**src/rtl/lms_eq_pkg.sv**
```systemverilog
package lms_eq_pkg;
  typedef struct packed {
    logic capture;
    logic update;
  } eq_strobe_t;
endpackage

```
**src/rtl/lms_eq_ctrl.sv**
```systemverilog
module lms_eq_ctrl
  import lms_eq_pkg::*;
(
  input  logic       clk,
  input  logic       rst,
  input  logic       inValid,
  input  logic       freeze,
  output eq_strobe_t strobe
);
  logic validQ;

  always_ff @(posedge clk) begin
    if (rst) validQ <= 1'b0;
    else     validQ <= inValid;
  end

  always_comb begin
    strobe.capture = inValid;
    strobe.update  = validQ & ~freeze;
  end
endmodule

```
**src/rtl/lms_eq_datapath.sv**
```systemverilog
module lms_eq_datapath
  import lms_eq_pkg::*;
#(
  parameter int BACK_W    = 12,
  parameter int OUT_W     = 16,
  parameter int FRAC_W    = 16,
  parameter int SHIFT_W   = 5,
  parameter int MIN_SHIFT = 12
) (
  input  logic                     clk,
  input  logic                     rst,
  input  eq_strobe_t               strobe,
  input  logic [SHIFT_W-1:0]       stepShift,
  input  logic signed [BACK_W-1:0] backA,
  input  logic signed [OUT_W-1:0]  coarseA,
  input  logic signed [OUT_W-1:0]  refB,
  output logic signed [OUT_W-1:0]  outA,
  output logic [FRAC_W:0]          gain
);
  localparam int G_W    = FRAC_W + 1;
  localparam int PROD_W = BACK_W + G_W + 1;
  localparam int SCL_W  = PROD_W - FRAC_W;
  localparam int SUM_W  = ((OUT_W > SCL_W) ? OUT_W : SCL_W) + 1;
  localparam int FINE_W = (((OUT_W + FRAC_W) > PROD_W) ? (OUT_W + FRAC_W) : PROD_W) + 2;
  localparam int UPD_W  = FINE_W + 1;
  localparam logic signed [SUM_W-1:0] O_MAX = SUM_W'((64'sd1 <<< (OUT_W-1)) - 1);
  localparam logic signed [SUM_W-1:0] O_MIN = SUM_W'(-(64'sd1 <<< (OUT_W-1)));
  localparam logic signed [UPD_W-1:0] G_MAX = UPD_W'((64'sd1 <<< G_W) - 1);
  localparam logic [G_W-1:0] G_ONE = G_W'(1) << FRAC_W;
  localparam logic [SHIFT_W-1:0] S_FLOOR = SHIFT_W'(MIN_SHIFT);

  logic [G_W-1:0]             gainQ;
  logic signed [OUT_W-1:0]    outQ;
  logic signed [FINE_W-1:0]   errQ;
  logic                       posQ, negQ;

  logic signed [PROD_W-1:0]   backX, gainX, prod;
  logic signed [SCL_W-1:0]    scaled;
  logic signed [SUM_W-1:0]    sumV;
  logic signed [OUT_W-1:0]    outNext;
  logic signed [FINE_W-1:0]   errNext;

  // scaled backend plus unscaled coarse part
  always_comb begin
    backX  = PROD_W'(backA);
    gainX  = PROD_W'($signed({1'b0, gainQ}));
    prod   = backX * gainX;
    scaled = SCL_W'(prod >>> FRAC_W);
    sumV   = SUM_W'(coarseA) + SUM_W'(scaled);
    if (sumV > O_MAX)      outNext = OUT_W'(O_MAX);
    else if (sumV < O_MIN) outNext = OUT_W'(O_MIN);
    else                   outNext = OUT_W'(sumV);
    errNext = (FINE_W'(coarseA) <<< FRAC_W) + FINE_W'(prod)
            - (FINE_W'(refB) <<< FRAC_W);
  end

  logic [SHIFT_W-1:0]        shiftEff;
  logic signed [FINE_W-1:0]  delta;
  logic signed [UPD_W-1:0]   gExt, gNew;
  logic [G_W-1:0]            gainNext;

  // sign-data LMS step with saturation
  always_comb begin
    shiftEff = (stepShift < S_FLOOR) ? S_FLOOR : stepShift;
    delta    = errQ >>> shiftEff;
    gExt     = UPD_W'($signed({1'b0, gainQ}));
    if (posQ)      gNew = gExt - UPD_W'(delta);
    else if (negQ) gNew = gExt + UPD_W'(delta);
    else           gNew = gExt;
    if (gNew < 0)          gainNext = '0;
    else if (gNew > G_MAX) gainNext = G_W'(G_MAX);
    else                   gainNext = G_W'(gNew);
  end

  always_ff @(posedge clk) begin
    if (rst) begin
      outQ  <= '0;
      errQ  <= '0;
      posQ  <= 1'b0;
      negQ  <= 1'b0;
      gainQ <= G_ONE;
    end else begin
      if (strobe.capture) begin
        outQ <= outNext;
        errQ <= errNext;
        posQ <= (backA > 0);
        negQ <= (backA < 0);
      end
      if (strobe.update) gainQ <= gainNext;
    end
  end

  assign outA = outQ;
  assign gain = gainQ;
endmodule

```
**src/rtl/lms_gain_eq.sv**
```systemverilog
module lms_gain_eq
  import lms_eq_pkg::*;
#(
  parameter int BACK_W    = 12,
  parameter int OUT_W     = 16,
  parameter int FRAC_W    = 16,
  parameter int SHIFT_W   = 5,
  parameter int MIN_SHIFT = 12
) (
  input  logic                     clk,
  input  logic                     rst,
  input  logic                     inValid,
  input  logic                     freeze,
  input  logic [SHIFT_W-1:0]       stepShift,
  input  logic signed [BACK_W-1:0] backA,
  input  logic signed [OUT_W-1:0]  coarseA,
  input  logic signed [OUT_W-1:0]  refB,
  output logic signed [OUT_W-1:0]  outA,
  output logic [FRAC_W:0]          gain
);
  eq_strobe_t strobe;

  lms_eq_ctrl u_ctrl (
    .clk(clk), .rst(rst), .inValid(inValid), .freeze(freeze), .strobe(strobe)
  );

  lms_eq_datapath #(
    .BACK_W(BACK_W), .OUT_W(OUT_W), .FRAC_W(FRAC_W),
    .SHIFT_W(SHIFT_W), .MIN_SHIFT(MIN_SHIFT)
  ) u_dp (
    .clk(clk), .rst(rst), .strobe(strobe), .stepShift(stepShift),
    .backA(backA), .coarseA(coarseA), .refB(refB), .outA(outA), .gain(gain)
  );
endmodule

```
**config.mk**
```make
export PLATFORM = sky130hd
export DESIGN_NAME = lms_gain_eq
export DESIGN_NICKNAME = d
export VERILOG_FILES = /design/src/rtl/lms_eq_pkg.sv /design/src/rtl/lms_eq_ctrl.sv /design/src/rtl/lms_eq_datapath.sv /design/src/rtl/lms_gain_eq.sv
export SDC_FILE = /design/constraint.sdc
export NUM_CORES = 1
export LEC_CHECK = 0
export BUFFER_PORTS_ARGS = -buffer_cell sky130_fd_sc_hd__buf_2
export CAP_MARGIN = 20
export CELL_PAD_IN_SITES_DETAIL_PLACEMENT = 0
export CELL_PAD_IN_SITES_GLOBAL_PLACEMENT = 2
export CORE_MARGIN = 2
export CORE_UTILIZATION = 40
export CTS_BUF_LIST = sky130_fd_sc_hd__clkbuf_8
export DETAILED_ROUTE_END_ITERATION = 16
export PLACE_DENSITY = 0.95
export RECOVER_POWER = 100
export SYNTH_ARGS = -nofsm -noshare
export SYNTH_HDL_FRONTEND = slang
export SYNTH_SLANG_ARGS = --single-unit
```
**constraint.sdc**
```tcl
create_clock -name clk -period 18.34 [get_ports clk]
set_input_delay 2.751 -clock clk [delete_from_list [all_inputs] [get_ports clk]]
set_output_delay 2.751 -clock clk [all_outputs]
set_load 0.02 [all_outputs]
```
==> results of run 1 <==
layer usage:
metal	vias up	wire, µm	global-route usage
li1	6534	-	-
met5	-	0	0
met3	53	2300	0.0321
met1	6380	21000	0.320
met2	370	18600	0.341
met4	0	945	0.0524
cell families (layout without fill, tap and decap cells):
kind of cell             Yosys count  in the layout  synth area share
AO/OA/AOI/OAI                    452            452             0.208
XOR/XNOR                          74             74            0.0421
adder cells (fa/ha/maj)          339            339             0.359
buffers and inverters            394            412            0.0984
flip-flops                        60             60            0.0781
multiplexers                      63             63            0.0474
AND/OR/NAND/NOR                  551            551             0.167
sequential cells by signal, summed over array words and instances, names as in the netlist:
| name | cells |
|---|---|
| u_dp.errQ | 24 |
| u_dp.gain | 17 |
| u_dp.outA | 16 |
| u_ctrl.validQ | 1 |
| u_dp.negQ | 1 |
| u_dp.posQ | 1 |
layout make-up:
class / count / area, µm² / share of cell area
inverters: 293 / 1100 / 0.0677
flip-flops and latches: 60 / 1200 / 0.0739
repair buffers: 103 / 484 / 0.0298
multi-input cells: 1479 / 12600 / 0.777
clock buffers: 9 / 124 / 0.00762
well taps: 511 / 639 / 0.0393
clock inverters: 7 / 81.3 / 0.00500
where the power goes:
| group | internal (mW) | switching, mW |
|---|---|---|
| clock | 0.0648 | 0.0719 |
| combinational | 1.13 | 1.69 |
| sequential | 0.170 | 0.0422 |
critical path, delay by kind of cell:
kind	cells	cell delay, ns
adders and majority gates	7	3.36
and+or+nand+nor	5	0.87
buffers and inverters	4	1.06
AOI/OAI and AO/OA	10	4.44
xor gates and xnor gates	1	0.20
per-stage QoR:
stage          utilization  area, µm²  power, mW  instances  hold WS [ns]
2_1_floorplan            -      15400       2.35       1933         0.446
3_3_place_gp         0.428      16200       3.01       2444         0.453
3_5_place_dp         0.428      16200       3.03       2444         0.457
4_1_cts              0.433      16400       3.19       2460         0.480
5_1_grt              0.431      16300       3.51       2462         0.504
6_report             0.431      16300       3.18       2462         0.479
cells in the final DEF (no fill, tap or decap), types with 41 or more instances in the layout:
| cell | count |
|---|---|
| dfxtp_1 | 60 |
| fa_1 | 170 |
| buf_2 | 60 |
| nand2_1 | 223 |
| o21ai_0 | 72 |
| and2_1 | 57 |
| xnor2_1 | 50 |
| inv_1 | 290 |
| nor2_1 | 112 |
| mux2i_1 | 41 |
| ha_1 | 169 |
| a21oi_1 | 94 |
worst paths after layout:
| kind | startpoint | to | slack [ns] |
|---|---|---|---|
| min | u_dp.outA[14] | u_dp.outA[14] | 0.48 |
| min reg2reg | u_dp.outA[14] | u_dp.outA[14] | 0.48 |
| max reg2reg | u_dp.gain[2] | u_dp.outA[14] | 8.03 |
| max | backA[11] | u_dp.outA[14] | 5.92 |
==> impl_metrics.ini, run 1 <==
[synthesis]
synth.distinct_cells = 87
synth_flop_cell = dfxtp_1
yosysWarnings = 0
synth_seq_cells = 60
synth.most_common_cell = inv_1
syn-cell-area_mm2 = 0.0154
synth_edf_count = 0
synthTopCellsByCount = inv_1, nand2_1, fa_1
synth_cells = 1933
syn-num-nets = 2325
synth_area_leader_cell = fa_1
seq_area_frac_synth = 0.0781
synth_area_per_cell_um2 = 7.96
async_flop_share = 0
synth.top_cell.area_share = 0.221
synth.area.top_cells = fa_1, ha_1, dfxtp_1

[clock_tree]
clockBufferDepth = 2
insertion_delay_ns = 0.37
cts_max_level = 3
root_buffer = clkbuf_8
cts_resized = 0
cts.sinks = 60
post_cts_buffers = 0
cts_tree = done
holdBufCountCts = 0
clkTransAtPathRegs_ns = 0.08
cts_buffers = 9

[status]
violations = capacitance limit, slew limit
outcome = finished, violations left

[die]
die_h_um = 200
ioPinCount = 86
chipWidth_um = 200
die_area_mm2 = 0.0400
coreArea_mm2 = 0.0378
start_util = 0.407
rows = 71

[worst_setup_path]
path_class = input pin to register
required_ns = 18.64
cp_common_cell = fa_1
slowest_delay_ns = 1.31
critPathLaunchType = input pin
worstPathMaxFanout = 15
r2r.worst_path.cells = 26
cp_slowest_cell = a211oi_1
cp-end-kind = register
arrival_ns = 12.72

[drt]
drt_iter0_markers = 925
via_count = 13300
dr.pass1.iters = 6
drc = 0
wl_per_cell_um = 17.4
via_per_inst = 5.42
ant_nets = 0
totalWireLength_um = 42800

[place]
gp_congestion = 0.896
io_buffers = 85
dp_hpwl_um = 34300
place_ws_ns = 6.71

[sta]
tightestPinTransition_ns = 2.31
finalMaxSlewViolations = 104
slew_headroom = -0.538
fin_ws_ns = 5.92
period_share = 0.677
min_period_ns = 12.42
fin_worst_skew_ns = 0.0155
rsz0062_at_grt = false
fmax_mhz = 80.5
finalSetupTns_ns = 0
hold_violations = 0
setup_viol = 0

[cells_and_area]
fin_nets = 2338
fillerInstances = 3850
drive_above_1_share = 0.0646
antenna_cells = 0
area_growth_pct = 5.71

[power_and_ir_drop]
p_leak_nw = 7.66
power_density_mw_per_mm2 = 195
ir_drop_uv = 194

[min_path]
worstHoldPathType = register to register
holdPathStages = 1

[grt]
first_global_vias = 13100
grt_max_degree = 36
grt_usage = 0.220
grt_pass1_wl_um = 69600
antenna_found_initial = 0
grt_overflow = 0

[run]
cap_viol_max_count = 4
Note: power is estimated with default switching activity, not from simulation.
==> run 2, diff against run 1 <==
--- a/config.mk
+++ b/config.mk
@@ -10,10 +10,10 @@
 export CELL_PAD_IN_SITES_DETAIL_PLACEMENT = 0
 export CELL_PAD_IN_SITES_GLOBAL_PLACEMENT = 2
 export CORE_MARGIN = 2
-export CORE_UTILIZATION = 40
+export CORE_UTILIZATION = 35
 export CTS_BUF_LIST = sky130_fd_sc_hd__clkbuf_8
 export DETAILED_ROUTE_END_ITERATION = 16
-export PLACE_DENSITY = 0.95
+export PLACE_DENSITY = 0.9
 export RECOVER_POWER = 100
 export SYNTH_ARGS = -nofsm -noshare
 export SYNTH_HDL_FRONTEND = slang
==> constraint.sdc (replaced) <==
create_clock -name clk -period 10.18 [get_ports clk]
set_input_delay 1.527 -clock clk [delete_from_list [all_inputs] [get_ports clk]]
set_output_delay 1.527 -clock clk [all_outputs]
set_load 0.02 [all_outputs]
==> impl_metrics.ini, run 2 (same netlist as run 1, synthesis figures left out) <==
[grt]
grt_pass1_wl_um = 71700
first_global_vias = 13400
grt_max_degree = 36
grt_usage = 0.197
grt_overflow = 0
antenna_found_initial = 1

[sta]
finalMaxSlewViolations = 52
setup_viol = 0
fin_ws_ns = 0.631
finalSetupTns_ns = 0
period_share = 0.938
fmax_mhz = 105
tightestPinTransition_ns = 2.36
min_period_ns = 9.55
slew_headroom = -0.575
rsz0062_at_grt = false
fin_worst_skew_ns = 0.0194
hold_violations = 0

[cells_and_area]
fin_nets = 2358
final_cell_mix = inv_1, nand2_1, fa_1
area_growth_pct = 7.24
top_register = u_dp.errQ
largest_reg_flops = 24
antenna_cells = 0
layout_commonest_cell = inv_1
drive_above_1_share = 0.0776

[power_and_ir_drop]
p_leak_nw = 7.76
ir_drop_uv = 325
p_total_mw = 5.73
power_density_mw_per_mm2 = 348

[worst_setup_path]
cp-end-kind = register
path_class = input pin to register
cp_num_buf_inv = 5
cp_common_cell = fa_1
required_ns = 10.46
ff2ff_setup_slack_ns = 0.90
critPathLaunchType = input pin
cp_slowest_cell = fa_1
crit_family = adder cells
worstPathMaxFanout = 18
slowest_delay_ns = 0.58
arrival_ns = 9.83

[drt]
drc = 0
ant_nets = 0
via_per_inst = 5.25
via_count = 13400
wl_per_cell_um = 17.0
totalWireLength_um = 43400
dr.pass1.iters = 5
drt_iter0_markers = 870

[clock_tree]
clockBufferDepth = 2
clkTransAtPathRegs_ns = 0.08
cts_max_level = 3
holdBufCountCts = 0
cts_resized = 0
root_buffer = clkbuf_8
cts.sinks = 60
cts_buffers = 9
insertion_delay_ns = 0.36
post_cts_buffers = 0
cts_tree = done

[die]
rows = 76
die_area_mm2 = 0.0456
die_h_um = 214
coreArea_mm2 = 0.0433
chipWidth_um = 214
start_util = 0.355
ioPinCount = 86

[status]
violations = capacitance limit, slew limit
outcome = finished, violations left

[run]
cap_viol_max_count = 2

[place]
dp_hpwl_um = 36000
place_ws_ns = 0.229
io_buffers = 85
gp_congestion = 0.892

[min_path]
worstHoldPathType = register to register
==> run 2: cell count changes in the layout (fill, tap and decap cells not counted), sizes merged <==
cell,change
buf,+21
clkinvlp,+2
bufinv,-1
clkbuf,-1
clkinv,-1
==> run 2: metal layers <==
metal  up-vias  routed length (µm)  track usage
met5         -                  13            0
met4         2                 454       0.0338
met3        30                2790       0.0360
met2       416               19000        0.305
met1      6410               21200        0.287
li1       6570                   -            -
==> run 2: final cells by class <==
class | instances | area [µm²]
clock inverters | 7 | 57.6
clock buffers | 9 | 124
flip-flops and latches | 60 | 1200
repair buffers | 123 | 631
multi-input cells | 1479 | 12600
fillers | 4490 | 26800
well taps | 585 | 732
inverters | 293 | 1100
==> run 2: path summary, 6_finish.rpt <==
kind,start,end,depth (start not counted)
min,u_dp.outA[14],u_dp.outA[14],1
max,backA[3],u_dp.errQ[33],28
max reg2reg,u_dp.gain[3],u_dp.errQ[33],27
min reg2reg,u_dp.outA[14],u_dp.outA[14],1
==> run 2: where the power goes <==
group / total, mW / switching [mW] / internal [mW]
sequential: 0.381 / 0.0749 / 0.306
clock: 0.213 / 0.122 / 0.0913
combinational: 5.14 / 3.06 / 2.08
total: 5.73 / 3.26 / 2.48
==> run 2: metrics by stage <==
stage	instance area (µm²)	hold slack (ns)	std cells	util
floorplan	15400	0.446	1933	-
global placement	16400	0.454	2538	0.379
detailed placement	16400	0.456	2538	0.379
CTS	16600	0.485	2554	0.383
global route	16500	0.507	2556	0.381
finish	16500	0.488	2556	0.381
==> run 3, diff against run 2 <==
--- a/config.mk
+++ b/config.mk
@@ -5,15 +5,16 @@
 export SDC_FILE = /design/constraint.sdc
 export NUM_CORES = 1
 export LEC_CHECK = 0
+export ABC_AREA = 1
 export BUFFER_PORTS_ARGS = -buffer_cell sky130_fd_sc_hd__buf_2
 export CAP_MARGIN = 20
 export CELL_PAD_IN_SITES_DETAIL_PLACEMENT = 0
 export CELL_PAD_IN_SITES_GLOBAL_PLACEMENT = 2
 export CORE_MARGIN = 2
-export CORE_UTILIZATION = 35
+export CORE_UTILIZATION = 25
 export CTS_BUF_LIST = sky130_fd_sc_hd__clkbuf_8
 export DETAILED_ROUTE_END_ITERATION = 16
-export PLACE_DENSITY = 0.9
+export PLACE_DENSITY = 0.74
 export RECOVER_POWER = 100
 export SYNTH_ARGS = -nofsm -noshare
 export SYNTH_HDL_FRONTEND = slang
==> constraint.sdc (replaced) <==
create_clock -name clk -period 10.18 [get_ports clk]
set_input_delay 2.036 -clock clk [delete_from_list [all_inputs] [get_ports clk]]
set_output_delay 2.036 -clock clk [all_outputs]
set_load 0.02 [all_outputs]
==> impl_metrics.ini, run 3 <==
[status]
outcome = finished, violations left
violations = capacitance limit, slew limit

[worst_setup_path]
cp-end-kind = register
slowest_delay_ns = 0.59
critPathLaunch = backA[11]
regToRegStartpoint = u_dp.gain[9]
path_class = input pin to register
r2r.worst_path.cells = 34
required_ns = 10.47
cp_slowest_cell = fa_1
timing.rr.end = u_dp.errQ[27]
arrival_ns = 9.77
critPathLaunchType = input pin
ff2ff_setup_slack_ns = 1.74
worstPathMaxFanout = 12

[cells_and_area]
final_cell_mix = nand2_1, inv_1, fa_1
area_growth_pct = 7.94
design_area_mm2 = 0.0165
top_register = u_dp.errQ
final_util = 0.273
fillerInstances = 6725
layout_commonest_cell = nand2_1
largest_reg_flops = 24
fin_cells = 3054
fin_nets = 2659
drive_above_1_share = 0.0651
antenna_cells = 0
multiInputGateArea_mm2 = 0.0119
ff_latch_area_mm2 = 0.00120

[synthesis]
synth_cells = 2241
synth_edf_count = 0
seq_area_frac_synth = 0.0785
async_flop_share = 0
synth_area_per_cell_um2 = 6.82
syn-num-nets = 2633
synth_area_leader_cell = fa_1
yosysWarnings = 0
synthTopCellsByCount = nand2_1, inv_1, fa_1
synth_flop_cell = dfxtp_1
synth_seq_cells = 60
synth.distinct_cells = 50
synth.most_common_cell = nand2_1
synth.top_cell.area_share = 0.223
syn-cell-area_mm2 = 0.0153
synth.area.top_cells = fa_1, ha_1, nand2_1

[clock_tree]
post_cts_buffers = 0
insertion_delay_ns = 0.40
cts_resized = 0
clockBufferDepth = 2
cts_max_level = 3
cts.sinks = 60
clkTransAtPathRegs_ns = 0.08
cts_buffers = 9
cts_tree = done
holdBufCountCts = 0
root_buffer = clkbuf_8

[sta]
fmax_mhz = 106
finalMaxSlewViolations = 18
fin_ws_ns = 0.703
min_period_ns = 9.48
period_share = 0.931
hold_ws_ns = 0.481
fin_worst_skew_ns = 0.0223
slew_headroom = -0.787
setup_viol = 0
hold_violations = 0
tightestPinTransition_ns = 2.66
finalSetupTns_ns = 0
rsz0062_at_grt = false

[die]
coreArea_mm2 = 0.0605
start_util = 0.253
die_area_mm2 = 0.0632
chipWidth_um = 251
ioPinCount = 86
die_h_um = 251
rows = 90

[place]
post_dp_cell_area_mm2 = 0.0164
dp.cells = 3037
gp_congestion = 0.902
place_ws_ns = 0.236
dp_hpwl_um = 40900
io_buffers = 85

[power_and_ir_drop]
p_leak_nw = 8.73
ir_drop_uv = 240
p_total_mw = 4.88
power_density_mw_per_mm2 = 296

[drt]
ant_nets = 0
drt_iter0_markers = 662
via_count = 14000
via_per_inst = 4.60
wl_per_cell_um = 16.1
totalWireLength_um = 49200
dr.pass1.iters = 5
drc = 0

[grt]
grt_max_degree = 40
grt_usage = 0.160
grt_overflow = 0
grt_pass1_wl_um = 80100
antenna_found_initial = 0
first_global_vias = 14700

[min_path]
hold_start = u_dp.outA[1]
hold_end = u_dp.outA[1]
holdPathStages = 2
worstHoldPathType = register to register

[run]
cap_viol_max_count = 1
-- run 3: cell count changes in the layout (fill, tap and decap cells not counted), moves of 26 or more --
cell,previous run,this run
a21oi_1,94,154
xor2_1,24,50
xnor2_1,50,22
a211oi_1,36,2
mux2i_1,41,1
inv_1,290,471
nand3_1,21,102
o21ai_0,72,115
nand2_1,223,516
and2_1,60,2
nand2b_1,34,0
-- run 3: how the worst max path moves through the flow --
stage	slack, ns	to
4_1_cts	0.65	u_dp.outA[5]
2_1_floorplan	1.08	u_dp.errQ[32]
3_5_place_dp	0.24	u_dp.outA[3]
6_report	0.70	u_dp.errQ[33]
3_3_place_gp	0.34	u_dp.outA[6]
5_1_grt	0.05	u_dp.errQ[27]
-- run 3: cells by family after synthesis --
| group | after synthesis | synth area share |
|---|---|---|
| buffers and inverters | 567 | 0.144 |
| multiplexers | 1 | 0.000655 |
| AND/OR/NAND/NOR | 817 | 0.224 |
| adder cells (fa/ha/maj) | 339 | 0.361 |
| flip-flops | 60 | 0.0785 |
| AO/OA/AOI/OAI | 385 | 0.151 |
| XOR/XNOR | 72 | 0.0412 |
-- run 3: cell type report --
type,count,area share
Clock inverter,7,0.00311
Tap cell,782,0.0593
Multi-Input combinational cell,1614,0.718
Sequential cell,60,0.0728
Inverter,477,0.108
Timing Repair Buffer,105,0.0305
Clock buffer,9,0.00750
-- run 3: per-layer routing --
metal	up-vias	share of wire	global-route usage
li1	7080	-	-
met1	6622	0.48	0.218
met2	290	0.47	0.272
met3	42	0.035	0.0162
met4	0	0.017	0.0355
met5	-	0	0
-- run 3: where the power goes --
group	internal [mW]	switching (mW)	leakage (nW)
Sequential	0.303	0.0573	0.496
Clock	0.0888	0.121	0.0856
Combinational	1.51	2.80	8.15
-- run 3: worst max-delay path, delay by kind of cell --
family                   cells  cell delay [ns]
adder cells (fa/ha/maj)      8             3.95
AND/OR/NAND/NOR             11             1.37
buffers and inverters        8             1.26
AO/OA/AOI/OAI                4             0.92
XOR/XNOR                     1             0.20
